--- src/rtl/stlf_rec_track.sv ---
module stlf_rec_track #(
  parameter int SEQ_W    = 16,
  parameter int LQ_IDX_W = 3
) (
  input  logic                clk_i,
  input  logic                rst_ni,
  input  logic                stall_req_i,
  input  logic                blk_req_i,
  input  logic [SEQ_W-1:0]    ld_seq_i,
  input  logic [LQ_IDX_W-1:0] ld_lq_idx_i,
  input  logic [SEQ_W-1:0]    st_seq_i,
  output logic                stall_pend_o,
  output logic [SEQ_W-1:0]    stall_st_seq_o,
  output logic [LQ_IDX_W-1:0] stall_lq_idx_o,
  output logic                blk_pend_o,
  output logic [SEQ_W-1:0]    blk_seq_o
);
  logic [SEQ_W-1:0] stall_ld_seq_q;
  logic             stall_take, blk_take;

  assign stall_take = stall_req_i && (!stall_pend_o || (ld_seq_i < stall_ld_seq_q));
  assign blk_take   = blk_req_i && !(blk_pend_o && (blk_seq_o < ld_seq_i));

  always_ff @(posedge clk_i or negedge rst_ni) begin
    if (!rst_ni) begin
      stall_pend_o   <= 1'b0;
      stall_st_seq_o <= '0;
      stall_lq_idx_o <= '0;
      stall_ld_seq_q <= '0;
      blk_pend_o     <= 1'b0;
      blk_seq_o      <= '0;
    end else begin
      if (stall_take) begin
        stall_pend_o   <= 1'b1;
        stall_st_seq_o <= st_seq_i;
        stall_lq_idx_o <= ld_lq_idx_i;
        stall_ld_seq_q <= ld_seq_i;
      end
      if (blk_take) begin
        blk_pend_o <= 1'b1;
        blk_seq_o  <= ld_seq_i;
      end
    end
  end


  stall_sticky_chk: assert property (@(posedge clk_i) disable iff (!rst_ni)
    $past(stall_pend_o) |-> stall_pend_o);

  stall_oldest_chk: assert property (@(posedge clk_i) disable iff (!rst_ni)
    (stall_pend_o && $past(stall_pend_o)) |-> (stall_ld_seq_q <= $past(stall_ld_seq_q)));

  blk_oldest_chk: assert property (@(posedge clk_i) disable iff (!rst_ni)
    (blk_pend_o && $past(blk_pend_o)) |-> (blk_seq_o <= $past(blk_seq_o)));
endmodule

--- config.mk ---
export PLATFORM = sky130hd
export DESIGN_NAME = stlf_rec_track
export DESIGN_NICKNAME = d
export VERILOG_FILES = /design/src/rtl/stlf_rec_track.sv
export SDC_FILE = /design/constraint.sdc
export NUM_CORES = 1
export LEC_CHECK = 0
export BUFFER_PORTS_ARGS = -buffer_cell sky130_fd_sc_hd__buf_2
export CORE_MARGIN = 1.5
export CORE_UTILIZATION = 35
export CTS_BUF_LIST = sky130_fd_sc_hd__clkbuf_4 sky130_fd_sc_hd__clkbuf_8
export DETAILED_ROUTE_END_ITERATION = 16
export HOLD_SLACK_MARGIN = 0.12
export PLACE_DENSITY = 0.64
export SYNTH_ARGS = -nofsm -noshare
export SYNTH_HDL_FRONTEND = slang
export SYNTH_SLANG_ARGS = --single-unit
--- constraint.sdc ---
create_clock -name clk_i -period 6.02 [get_ports clk_i]
set_input_delay 0.602 -clock clk_i [delete_from_list [all_inputs] [get_ports clk_i]]
set_output_delay 0.602 -clock clk_i [all_outputs]
set_load 0.05 [all_outputs]
==> run_results.csv <==
group,metric,value,unit
clocking,clkLatencyLatePin,300,ps
timing,post-route-min-period,2910,ps
global_route,grt_first_pass_wirelength,9360,um
synthesis,syn_nets,291,
timing,worst_slew_pin_slew,1130,ps
cells_and_area,instances_no_fill,405,
cells_and_area,antenna_cells,0,
worst_setup_path,r2r_cells,6,
die,io_pins,76,
clocking,cts_hold_buf,0,
status,status,"complete, no violations",
worst_setup_path,r2r-start,"blk_seq_o[15]",
timing,clock_skew,10.4,ps
placement,dp.cells,397,
timing,timing.final.crit_share,48.3,%
pwr,p_total,1.96,mW
routing,via_count,1890,
timing,tns,0,ps
synthesis,yosys.cell_count.top_type,"dfrtp_1",
synthesis,synthFlopType,"dfrtp_1",
timing,hold_viol_final,0,
job,maxCapViolations,0,
synthesis,synth_area_leaders,"dfrtp_1 (48%), ha_1 (13%), mux2_2 (8.5%), mux2_4 (8.1%), mux2i_1 (5.4%)",
worst_setup_path,timing.rr.end,"blk_seq_o[4]",
synthesis,synthArstFlopShare,100,%
worst_setup_path,r2r_slack,3140,ps
synthesis,ys_ff_latch,53,
synthesis,ys_top_cells_by_count,"dfrtp_1 (53), inv_1 (32), ha_1 (30), mux2_2 (21)",
routing,drt.antenna.violating_nets,0,
pwr,ir_drop,0.335,mV
routing,vias_per_cell,4.67,
clocking,cts_tree,"built",
global_route,overflow,0,
cells_and_area,final.fill_count,728,
worst_setup_path,crit_required,6210,ps
synthesis,avgSynthCellArea,12.6,um2
clocking,cts_sinks,53,
global_route,grt_pass1_vias,1934,
global_route,grt_max_degree,54,
worst_setup_path,start_kind,"input pin",
pwr,powerDensity,585,nW/um2
timing,slew_viol_final,0,
worst_setup_path,cp.arrival,3100,ps
synthesis,synth_edf_count,0,
clocking,clock_path_buffers,2,
worst_hold_path,min_path_type,"input pin to asynchronous set/reset pin",
routing,post_drt_wl_per_cell,13.6,um
synthesis,synth-seq-area-share,47.6,%
placement,globalplace.congestion,0.780,
clocking,cts_resized,0,
timing,setup_ws,3110,ps
timing,maxSlewHeadroom,24.7,%
synthesis,synth_area,2790,um2
die,die_h,92.2,um
synthesis,yosys_warnings,0,
pwr,leakagePower,1.78,nW
die,rows,32,
clocking,clk_pin_slew,100,ps
routing,drt-total-wl,5530,um
cells_and_area,area_growth,20.3,%
die,fp.coreArea,7730,um2
routing,drcViolationCount,0,
global_route,grt_usage,14.1,%
clocking,cts_root_buffer,"clkbuf_8",
cells_and_area,final_nets,371,
timing,rsz0062_at_grt,"false",
worst_setup_path,cp-end-kind,"flop",
timing,max_freq,344,MHz
timing,hold_slack,409,ps
worst_setup_path,path_class,"input pin to flop",
worst_setup_path,worst-path-max-fanout,16,
die,die_w,92.2,um
clocking,htreeDepth,2,
synthesis,syn_inst,222,
placement,dp_slack,2770,ps
clocking,cts_setup_buffers,0,
routing,first_iter_violations,57,
routing,drt_first_pass_iters,5,
synthesis,ys_types,22,
placement,dpl.hpwl,4210,um
global_route,antenna_found_initial,0,
die,start_util,36.1,%
synthesis,synth_top_area_share,47.6,%
die,die_area,8510,um2
timing,setup_violations,0,
clocking,cts_made_buffers,5,
placement,io_buffer_count,75,
synthesis,yosysTopAreaCell,"dfrtp_1",
cells_and_area,drive_gt1_share,41.6,%
where the power goes:
group	leakage [nW]	total, mW	internal (mW)	switching (mW)
logic	1.11	1.14	0.391	0.745
registers	0.614	0.623	0.532	0.0909
clock network	0.0481	0.202	0.0828	0.119
total	1.78	1.96	1.01	0.955
area by class of cell:
class / count / area (um2) / area share [%]
flip-flops and latches: 53 / 1330 / 39.6
multi-input cells: 133 / 1290 / 38.6
repair buffers: 77 / 390 / 11.7
well taps: 102 / 128 / 3.81
inverters: 32 / 120 / 3.58
clock buffers: 5 / 68.8 / 2.05
clock inverters: 3 / 22.5 / 0.672
metrics by stage:
| step | area [um2] | util [%] |
|---|---|---|
| 2_1_floorplan | 2790 | - |
| 3_3_place_gp | 3260 | 42.2 |
| 3_5_place_dp | 3260 | 42.2 |
| 4_1_cts | 3350 | 43.4 |
| 5_1_grt | 3350 | 43.4 |
| 6_report | 3350 | 43.4 |
kinds of logic after synthesis:
family | synth area share (%)
compound gates | 6.11
flops | 47.6
mux | 22.0
fa+ha+maj | 13.5
simple gates | 4.94
buf+inv | 5.93
worst max-delay path, stage by stage:
cell and delay [ps]:
buf_2 100, inv_1 60, ha_1 320, nand4_1 140, nor3_1 320, o311ai_1 190, a31oi_2 940, mux2_2 420
cells in the final DEF (no fill, tap or decap), types with 2 or more instances in the layout:
master and instances:
mux2_2 21, a21oi_1 10, o311ai_1 2, dfrtp_1 53
nand2_1 9, nor3b_1 2, o211ai_1 2, mux2i_1 15
ha_1 30, nor2_1 4, clkbuf_8 5, nand4_1 2
buf_4 2, inv_1 32, nor2b_1 3, clkinv_4 2
o21ai_0 8, or2_2 2, buf_2 75, mux2_4 15
nor3_1 4
worst max path at each step:
stage | to | startpoint | slack, ps | depth (start not counted)
floorplan | blk_seq_o[0] | blk_seq_o[15] | 3570 | 7
finish | blk_seq_o[4] | ld_seq_i[15] | 3110 | 8
global placement | stall_st_seq_o[0] | ld_seq_i[13] | 2800 | 8
CTS | blk_seq_o[4] | ld_seq_i[15] | 3090 | 8
global route | blk_seq_o[4] | ld_seq_i[15] | 2880 | 8
detailed placement | blk_seq_o[4] | ld_seq_i[15] | 2770 | 8
flip-flops by register name (all words and copies together) (netlist names):
name	count
stall_st_seq_o	16
blk_seq_o	16
stall_pend_o	1
stall_ld_seq_q	16
stall_lq_idx_o	3
blk_pend_o	1
per-layer routing:
layer / share of wire (%) / track usage [%] / vias to the layer above
met4: 1.1 / 5.26 / 0
li1: - / - / 931
met5: 0 / 0 / -
met1: 47 / 18.3 / 912
met3: 3.5 / 2.40 / 6
met2: 49 / 23.4 / 41
Note: power is estimated with default switching activity, not from simulation.
